`src/rtl/hbl_pkg.sv`:
```
package hbl_pkg;

  typedef enum logic [1:0] {
    TAG_EMPTY = 2'b00,
    TAG_ENTRY = 2'b01,
    TAG_PTR   = 2'b10,
    TAG_RSVD  = 2'b11
  } slotTag_e;

  // strobes from the controller to the datapath
  typedef struct packed {
    logic latchReq;   // capture key and read the bin
    logic startOvf;   // first overflow read at the bin pointer
    logic stepOvf;    // next sequential overflow read
    logic loadBin;    // result := in-bin hit
    logic loadOvf;    // result := overflow hit
    logic loadMiss;   // result := miss
  } ctlStrobe_t;

  // compare results from the datapath to the controller
  typedef struct packed {
    logic binHit;
    logic binHasPtr;
    logic ovfHit;
    logic ovfEnd;     // empty word or scan limit reached
  } dpStatus_t;

endpackage

```
`src/rtl/hbl_ctrl.sv`:
```
module hbl_ctrl
  import hbl_pkg::*;
(
  input  logic       clk,
  input  logic       rstN,
  input  logic       reqValid,
  input  dpStatus_t  st,
  output logic       reqReady,
  output logic       respValid,
  output ctlStrobe_t ctl
);

  typedef enum logic [1:0] {S_IDLE, S_BIN, S_OVF, S_RESP} state_e;

  state_e stateQ, stateD;

  always_ff @(posedge clk or negedge rstN) begin
    if (!rstN) stateQ <= S_IDLE;
    else       stateQ <= stateD;
  end

  always_comb begin
    stateD = stateQ;
    ctl    = '0;
    unique case (stateQ)
      S_IDLE: begin
        if (reqValid) begin
          ctl.latchReq = 1'b1;
          stateD       = S_BIN;
        end
      end
      S_BIN: begin
        if (st.binHit) begin
          ctl.loadBin = 1'b1;
          stateD      = S_RESP;
        end else if (st.binHasPtr) begin
          ctl.startOvf = 1'b1;
          stateD       = S_OVF;
        end else begin
          ctl.loadMiss = 1'b1;
          stateD       = S_RESP;
        end
      end
      S_OVF: begin
        if (st.ovfHit) begin
          ctl.loadOvf = 1'b1;
          stateD      = S_RESP;
        end else if (st.ovfEnd) begin
          ctl.loadMiss = 1'b1;
          stateD       = S_RESP;
        end else begin
          ctl.stepOvf = 1'b1;
        end
      end
      S_RESP: stateD = S_IDLE;
      default: stateD = S_IDLE;
    endcase
  end

  assign reqReady  = (stateQ == S_IDLE);
  assign respValid = (stateQ == S_RESP);

endmodule

```
`src/rtl/hbl_dpath.sv`:
```
module hbl_dpath
  import hbl_pkg::*;
#(
  parameter int KEY_W     = 24,
  parameter int NH_W      = 8,
  parameter int BIN_SLOTS = 3,
  parameter int OVF_EXTRA = 7,
  parameter int BIN_AW    = 4,
  parameter int OVF_AW    = 6,
  localparam int SLOT_W   = 2 + KEY_W + NH_W,
  localparam int BIN_W    = BIN_SLOTS * SLOT_W
) (
  input  logic              clk,
  input  logic              rstN,
  input  logic [KEY_W-1:0]  reqKey,
  input  logic [BIN_AW-1:0] reqHash,
  input  logic              binWrEn,
  input  logic [BIN_AW-1:0] binWrAddr,
  input  logic [BIN_W-1:0]  binWrData,
  input  logic              ovfWrEn,
  input  logic [OVF_AW-1:0] ovfWrAddr,
  input  logic [SLOT_W-1:0] ovfWrData,
  input  ctlStrobe_t        ctl,
  output dpStatus_t         st,
  output logic              respHit,
  output logic [NH_W-1:0]   respNh
);

  localparam int BIN_DEPTH = 1 << BIN_AW;
  localparam int OVF_DEPTH = 1 << OVF_AW;
  localparam int CNT_W     = $clog2(OVF_EXTRA + 2);
  localparam int LAST      = BIN_SLOTS - 1;

  // ---------------- storage ----------------
  logic [BIN_W-1:0]  binMem [BIN_DEPTH];
  logic [SLOT_W-1:0] ovfMem [OVF_DEPTH];

  logic [KEY_W-1:0]  keyQ;
  logic [BIN_W-1:0]  binQ;
  logic [SLOT_W-1:0] ovfQ;
  logic [OVF_AW-1:0] ovfAddrQ;
  logic [CNT_W-1:0]  ovfCntQ;
  logic [OVF_AW-1:0] ovfRdAddr;
  logic [OVF_AW-1:0] binPtr;

  always_ff @(posedge clk) begin
    if (binWrEn) binMem[binWrAddr] <= binWrData;
    if (ctl.latchReq) binQ <= binMem[reqHash];
  end

  always_ff @(posedge clk) begin
    if (ovfWrEn) ovfMem[ovfWrAddr] <= ovfWrData;
    if (ctl.startOvf || ctl.stepOvf) ovfQ <= ovfMem[ovfRdAddr];
  end

  always_ff @(posedge clk or negedge rstN) begin
    if (!rstN) begin
      keyQ     <= '0;
      ovfAddrQ <= '0;
      ovfCntQ  <= '0;
    end else begin
      if (ctl.latchReq) keyQ <= reqKey;
      if (ctl.startOvf) begin
        ovfAddrQ <= ovfRdAddr;
        ovfCntQ  <= '0;
      end else if (ctl.stepOvf) begin
        ovfAddrQ <= ovfRdAddr;
        ovfCntQ  <= ovfCntQ + 1'b1;
      end
    end
  end

  assign ovfRdAddr = ctl.startOvf ? binPtr : ovfAddrQ + 1'b1;

  // ---------------- in-bin compare ----------------
  logic [1:0]       slotTag [BIN_SLOTS];
  logic [KEY_W-1:0] slotKey [BIN_SLOTS];
  logic [NH_W-1:0]  slotNh  [BIN_SLOTS];
  logic [BIN_SLOTS-1:0] slotHit;

  for (genvar i = 0; i < BIN_SLOTS; i++) begin : g_slot
    assign slotTag[i] = binQ[i*SLOT_W + NH_W + KEY_W +: 2];
    assign slotKey[i] = binQ[i*SLOT_W + NH_W +: KEY_W];
    assign slotNh[i]  = binQ[i*SLOT_W +: NH_W];
    assign slotHit[i] = (slotTag[i] == TAG_ENTRY) && (slotKey[i] == keyQ);
  end

  assign binPtr = slotKey[LAST][OVF_AW-1:0];

  logic [NH_W-1:0] binNhSel;
  always_comb begin
    binNhSel = '0;
    for (int i = LAST; i >= 0; i--) begin
      if (slotHit[i]) binNhSel = slotNh[i];
    end
  end

  // ---------------- overflow compare ----------------
  logic [1:0]       ovfTag;
  logic [KEY_W-1:0] ovfKey;
  logic [NH_W-1:0]  ovfNh;

  assign ovfTag = ovfQ[NH_W + KEY_W +: 2];
  assign ovfKey = ovfQ[NH_W +: KEY_W];
  assign ovfNh  = ovfQ[0 +: NH_W];

  assign st.binHit    = |slotHit;
  assign st.binHasPtr = (slotTag[LAST] == TAG_PTR);
  assign st.ovfHit    = (ovfTag == TAG_ENTRY) && (ovfKey == keyQ);
  assign st.ovfEnd    = (ovfTag != TAG_ENTRY) || (ovfCntQ == CNT_W'(OVF_EXTRA));

  // ---------------- result ----------------
  always_ff @(posedge clk or negedge rstN) begin
    if (!rstN) begin
      respHit <= 1'b0;
      respNh  <= '0;
    end else if (ctl.loadBin) begin
      respHit <= 1'b1;
      respNh  <= binNhSel;
    end else if (ctl.loadOvf) begin
      respHit <= 1'b1;
      respNh  <= ovfNh;
    end else if (ctl.loadMiss) begin
      respHit <= 1'b0;
      respNh  <= '0;
    end
  end

endmodule

```
`src/rtl/hbl_lookup.sv`:
```
module hbl_lookup
  import hbl_pkg::*;
#(
  parameter int KEY_W     = 24,
  parameter int NH_W      = 8,
  parameter int BIN_SLOTS = 3,
  parameter int OVF_EXTRA = 7,
  parameter int BIN_AW    = 4,
  parameter int OVF_AW    = 6,
  localparam int SLOT_W   = 2 + KEY_W + NH_W,
  localparam int BIN_W    = BIN_SLOTS * SLOT_W
) (
  input  logic              clk,
  input  logic              rstN,
  input  logic              reqValid,
  output logic              reqReady,
  input  logic [KEY_W-1:0]  reqKey,
  input  logic [BIN_AW-1:0] reqHash,
  output logic              respValid,
  output logic              respHit,
  output logic [NH_W-1:0]   respNh,
  input  logic              binWrEn,
  input  logic [BIN_AW-1:0] binWrAddr,
  input  logic [BIN_W-1:0]  binWrData,
  input  logic              ovfWrEn,
  input  logic [OVF_AW-1:0] ovfWrAddr,
  input  logic [SLOT_W-1:0] ovfWrData
);

  ctlStrobe_t ctl;
  dpStatus_t  st;

  hbl_ctrl ctrl_i (
    .clk       (clk),
    .rstN      (rstN),
    .reqValid  (reqValid),
    .st        (st),
    .reqReady  (reqReady),
    .respValid (respValid),
    .ctl       (ctl)
  );

  hbl_dpath #(
    .KEY_W     (KEY_W),
    .NH_W      (NH_W),
    .BIN_SLOTS (BIN_SLOTS),
    .OVF_EXTRA (OVF_EXTRA),
    .BIN_AW    (BIN_AW),
    .OVF_AW    (OVF_AW)
  ) dpath_i (
    .clk       (clk),
    .rstN      (rstN),
    .reqKey    (reqKey),
    .reqHash   (reqHash),
    .binWrEn   (binWrEn),
    .binWrAddr (binWrAddr),
    .binWrData (binWrData),
    .ovfWrEn   (ovfWrEn),
    .ovfWrAddr (ovfWrAddr),
    .ovfWrData (ovfWrData),
    .ctl       (ctl),
    .st        (st),
    .respHit   (respHit),
    .respNh    (respNh)
  );

endmodule

```
`config.mk`:
```
export PLATFORM = sky130hd
export DESIGN_NAME = hbl_lookup
export DESIGN_NICKNAME = d
export VERILOG_FILES = /design/src/rtl/hbl_pkg.sv /design/src/rtl/hbl_ctrl.sv /design/src/rtl/hbl_dpath.sv /design/src/rtl/hbl_lookup.sv
export SDC_FILE = /design/constraint.sdc
export NUM_CORES = 2
export LEC_CHECK = 0
export CORE_UTILIZATION = 35
export CTS_BUF_LIST = sky130_fd_sc_hd__clkbuf_8
export DETAILED_ROUTE_END_ITERATION = 16
export DONT_BUFFER_PORTS = 1
export PLACE_DENSITY = 0.54
export SYNTH_ARGS = -nofsm -noshare
export SYNTH_HDL_FRONTEND = slang
export SYNTH_SLANG_ARGS = --single-unit
```
`constraint.sdc`:
```
create_clock -name clk -period 7.51 [get_ports clk]
set_clock_uncertainty 0.2 [all_clocks]
set_input_delay 1.1265 -clock clk [delete_from_list [all_inputs] [get_ports clk]]
set_output_delay 1.1265 -clock clk [all_outputs]
set_load 0.05 [all_outputs]
```
==> results.py <==
metrics = {
    "sta": {
        "fin_crit_ns": 5.907,
        "tightestPinTransition_ns": 1.617,
        "finalHoldViolCount": 0,
        "clock.fmax_ghz": 0.1693,
        "fin_tns_setup_ns": 0,
        "rsz0062_at_grt": "no",
        "max_slew_margin_pct": -7.815,
        "fin_crit_sh_pct": 78.66,
        "setup_viol": 0,
        "setup_slack_ns": 1.603,
        "slew_viol_final": 81,
    },
    "routing": {
        "vias": 87126,
        "first_pass_iters": 5,
        "drtIter0Drc": 10622,
        "wl_per_cell_um": 29.84,
        "drcViolationCount": 0,
        "final_antenna_net_count": 0,
        "routed_wl_mm": 473.6,
        "drt-vias-per-instance": 5.489,
    },
    "yosys": {
        "ys_seq_area_share_pct": 77.56,
        "syn_nets": 9205,
        "synthFlopType": "edfxtp_1",
        "avgSynthCellArea_um2": 17.09,
        "synth_edf_count": 3944,
        "syn_inst": 9020,
        "synth_warnings": 0,
        "async_flop_share_pct": 1.128,
        "synthDistinctLibCells": 73,
        "synth_seq_cells": 3989,
        "netlist_area_um2": 154100,
    },
    "grt": {
        "grt_util_met3_pct": 4.024,
        "use_met2_pct": 33.85,
        "grt_usage_pct": 20.88,
        "grt_max_degree": 409,
        "met1_usage_pct": 28.32,
        "grt_busiest_layer": "met2",
        "grt_pass1_wl_mm": 663.1,
        "grt.overflow.total": 0,
        "grt_pass1_vias": 86614,
        "antenna_found_initial": 99,
    },
    "critical_path": {
        "path_delay_family": "compound AO/OA/AOI/OAI gates",
        "crit_top_cell": "buf_12",
        "worstSetupPathType": "reg -> reg",
        "crit_chain": "xnor2_1 -> and4_1 -> nand4b_1 -> nor4_2 -> nor4_1 -> a21oi_4 -> buf_12 -> buf_12 -> nand2_1 -> a311o_1 -> a21oi_1 -> a211oi_1 -> nand4_1",
        "worstPathMaxFanout": 104,
        "cp_num_buf_inv": 2,
        "cpMaxStageDelayCell": "nor4_2",
        "cp_slowest_stage_delay_ns": 0.90,
        "crit_required_ns": 8.37,
        "worstSetupStartpointType": "flop",
        "arrival_ns": 6.77,
        "end_kind": "flop",
    },
    "floorplan": {
        "die_x_um": 665.6,
        "ios": 190,
        "core-area_um2": 438100,
        "die-area_um2": 443100,
        "start_util_pct": 35.18,
        "rows": 243,
        "die_h_um": 665.6,
    },
    "place": {
        "hpwlAfterDp_mm": 247.9,
        "dp_slack_ns": 1.801,
        "gp_congestion": 0.8604,
        "portBuffers": 0,
    },
    "cts": {
        "htreeDepth": 6,
        "clkLatencyLatePin_ns": 1.23,
        "clock-root-buffer": "clkbuf_8",
        "cts_tree": "yes",
        "clockBufferDepth": 4,
        "clk_pin_slew_worst_paths_ns": 0.07,
        "cts_sinks": 3989,
        "cts_made_buffers": 635,
    },
    "power": {
        "power_density_nw_per_um2": 337.5,
        "power.leakage_nw": 56.69,
        "ir_drop_uv": 338.6,
        "power_mw": 59.25,
    },
    "final_layout": {
        "area_delta_synth_final_pct": 13.89,
        "drive_above_1_share_pct": 16.47,
        "fin_util_pct": 40.07,
        "design.final.nets": 9665,
        "nFillCells": 39650,
    },
    "outcome": {
        "violations": "max-slew violations",
        "status": "finished with violations",
    },
    "job": {
        "drv_cap": 0,
    },
    "hold_path": {
        "min_path_type": "in -> reg",
    },
}
[worst reg2reg max path, cell delays in order, from the launching register on]
cell	delay, ns
dfrtp_1	0.51
xnor2_1	0.27
and4_1	0.21
nand4b_1	0.16
nor4_2	0.90
nor4_1	0.22
a21oi_4	0.79
buf_12	0.54
buf_12	0.40
nand2_1	0.16
a311o_1	0.42
a21oi_1	0.56
a211oi_1	0.25
nand4_1	0.16
[cells by family (layout without fill, tap and decap cells)]
group / Yosys count / after routing / synth area share [%]
compound gates: 789 / 789 / 3.404
mux: 654 / 654 / 8.410
buf+inv: 568 / 1522 / 1.569
other cells: 0 / 19 / 0
fa+ha+maj: 6 / 6 / 0.04870
simple gates: 2908 / 2908 / 8.403
xor+xnor: 106 / 106 / 0.6023
flops: 3989 / 3989 / 77.56
[registers in the layout, indices dropped and copies added (netlist names)]
| signal | flops |
|---|---|
| dpath_i.ovfAddrQ | 6 |
| dpath_i.ovfCntQ | 4 |
| dpath_i.respHit | 1 |
| dpath_i.respNh | 8 |
| dpath_i.keyQ | 24 |
| dpath_i.binMem | 1632 |
| dpath_i.binQ | 102 |
| ctrl_i.stateQ | 2 |
| dpath_i.ovfMem | 2176 |
| dpath_i.ovfQ | 34 |
[synth_stat cells (all sizes together), types with 13 or more instances]
library cell  number  share of area, %
a211oi           122              0.59
nand2           1712               4.2
mux4             510               7.5
nor2             161              0.41
a31oi            143              0.58
edfxtp          3944                77
a2111oi           17             0.097
xor2              49              0.28
nor3              28             0.097
xnor2             57              0.32
o21ai             57              0.19
or4               20              0.10
nand3b            13             0.063
a311o             17              0.11
a22oi             24              0.12
nand4            145              0.59
buf              300              0.92
nand3            577               1.9
clkbuf           251              0.61
mux2i            115              0.75
dfrtp             45              0.73
o2111ai           47              0.27
o22ai             15             0.061
mux2              29              0.21
o211ai            14             0.068
a32oi             45              0.26
a21oi            236              0.77
and3             155              0.63
inv               17             0.041
or2               13             0.053
nor4              23              0.10
[metal layers]
metal | routed length, um | vias to the layer above
met4 | 16080 | 60
met1 | 191900 | 45594
met2 | 224700 | 4217
met3 | 40490 | 886
met5 | 392 | -
li1 | - | 36369
[final timing paths]
check | start | endpoint | slack, ns | cells after the start
max | dpath_i.keyQ[14] | dpath_i.ovfQ[14] | 1.60 | 13
min | ovfWrData[27] | dpath_i.ovfMem[4][27] | 0.07 | 1
max reg2reg | dpath_i.keyQ[14] | dpath_i.ovfQ[14] | 1.60 | 13
min reg2reg | dpath_i.ovfCntQ[3] | dpath_i.ovfCntQ[3] | 0.37 | 2
max in group asynchronous | rstN | dpath_i.keyQ[10] | 6.51 | 2
min in group asynchronous | rstN | ctrl_i.stateQ[1] | 0.34 | 2
[power breakdown]
group / total (mW) / switching [mW] / internal [mW]
clock: 16.9 / 8.59 / 8.32
sequential: 25.9 / 0.671 / 25.2
combinational: 16.4 / 11.7 / 4.68
[cells in the final DEF (no fill, tap or decap), types with 122 or more instances in the layout]
cell type / instances
edfxtp_1: 3944
nand2_1: 1708
clkbuf_8: 661
nand3_1: 576
mux4_2: 510
inv_1: 260
a21oi_1: 235
and3_1: 155
buf_4: 151
dlygate4sd3_1: 149
nand4_1: 145
a31oi_1: 143
clkinv_1: 142
a211oi_1: 122
[stage by stage]
step           cell area (um2)  instances  hold WS (ns)
4_1_cts                 175500      15854      0.004891
5_1_grt                 175500      15857       0.07426
3_3_place_gp            161800      14539        0.3203
6_report                175600      15873       0.06879
2_1_floorplan           154200       9020        0.2989
3_5_place_dp            161800      14539        0.3481
[timing repair]
item,4_1_cts,5_1_grt
endpoints found under the hold margin,3900,0
setup buffers,0,0
gates resized for setup,0,0
hold buffers,184,0
[final cells by class]
type	instances	area, um2	share of cell area (%)
clock buffer	661	9097	5.182
inverter	17	70.07	0.03991
antenna	19	47.55	0.02708
sequential	3989	119600	68.10
clock inverter	470	2172	1.237
tap	5880	7357	4.191
multi-input combinational	4463	32890	18.73
timing repair buffer	374	4369	2.489
Power figures use the tool's default switching activity.
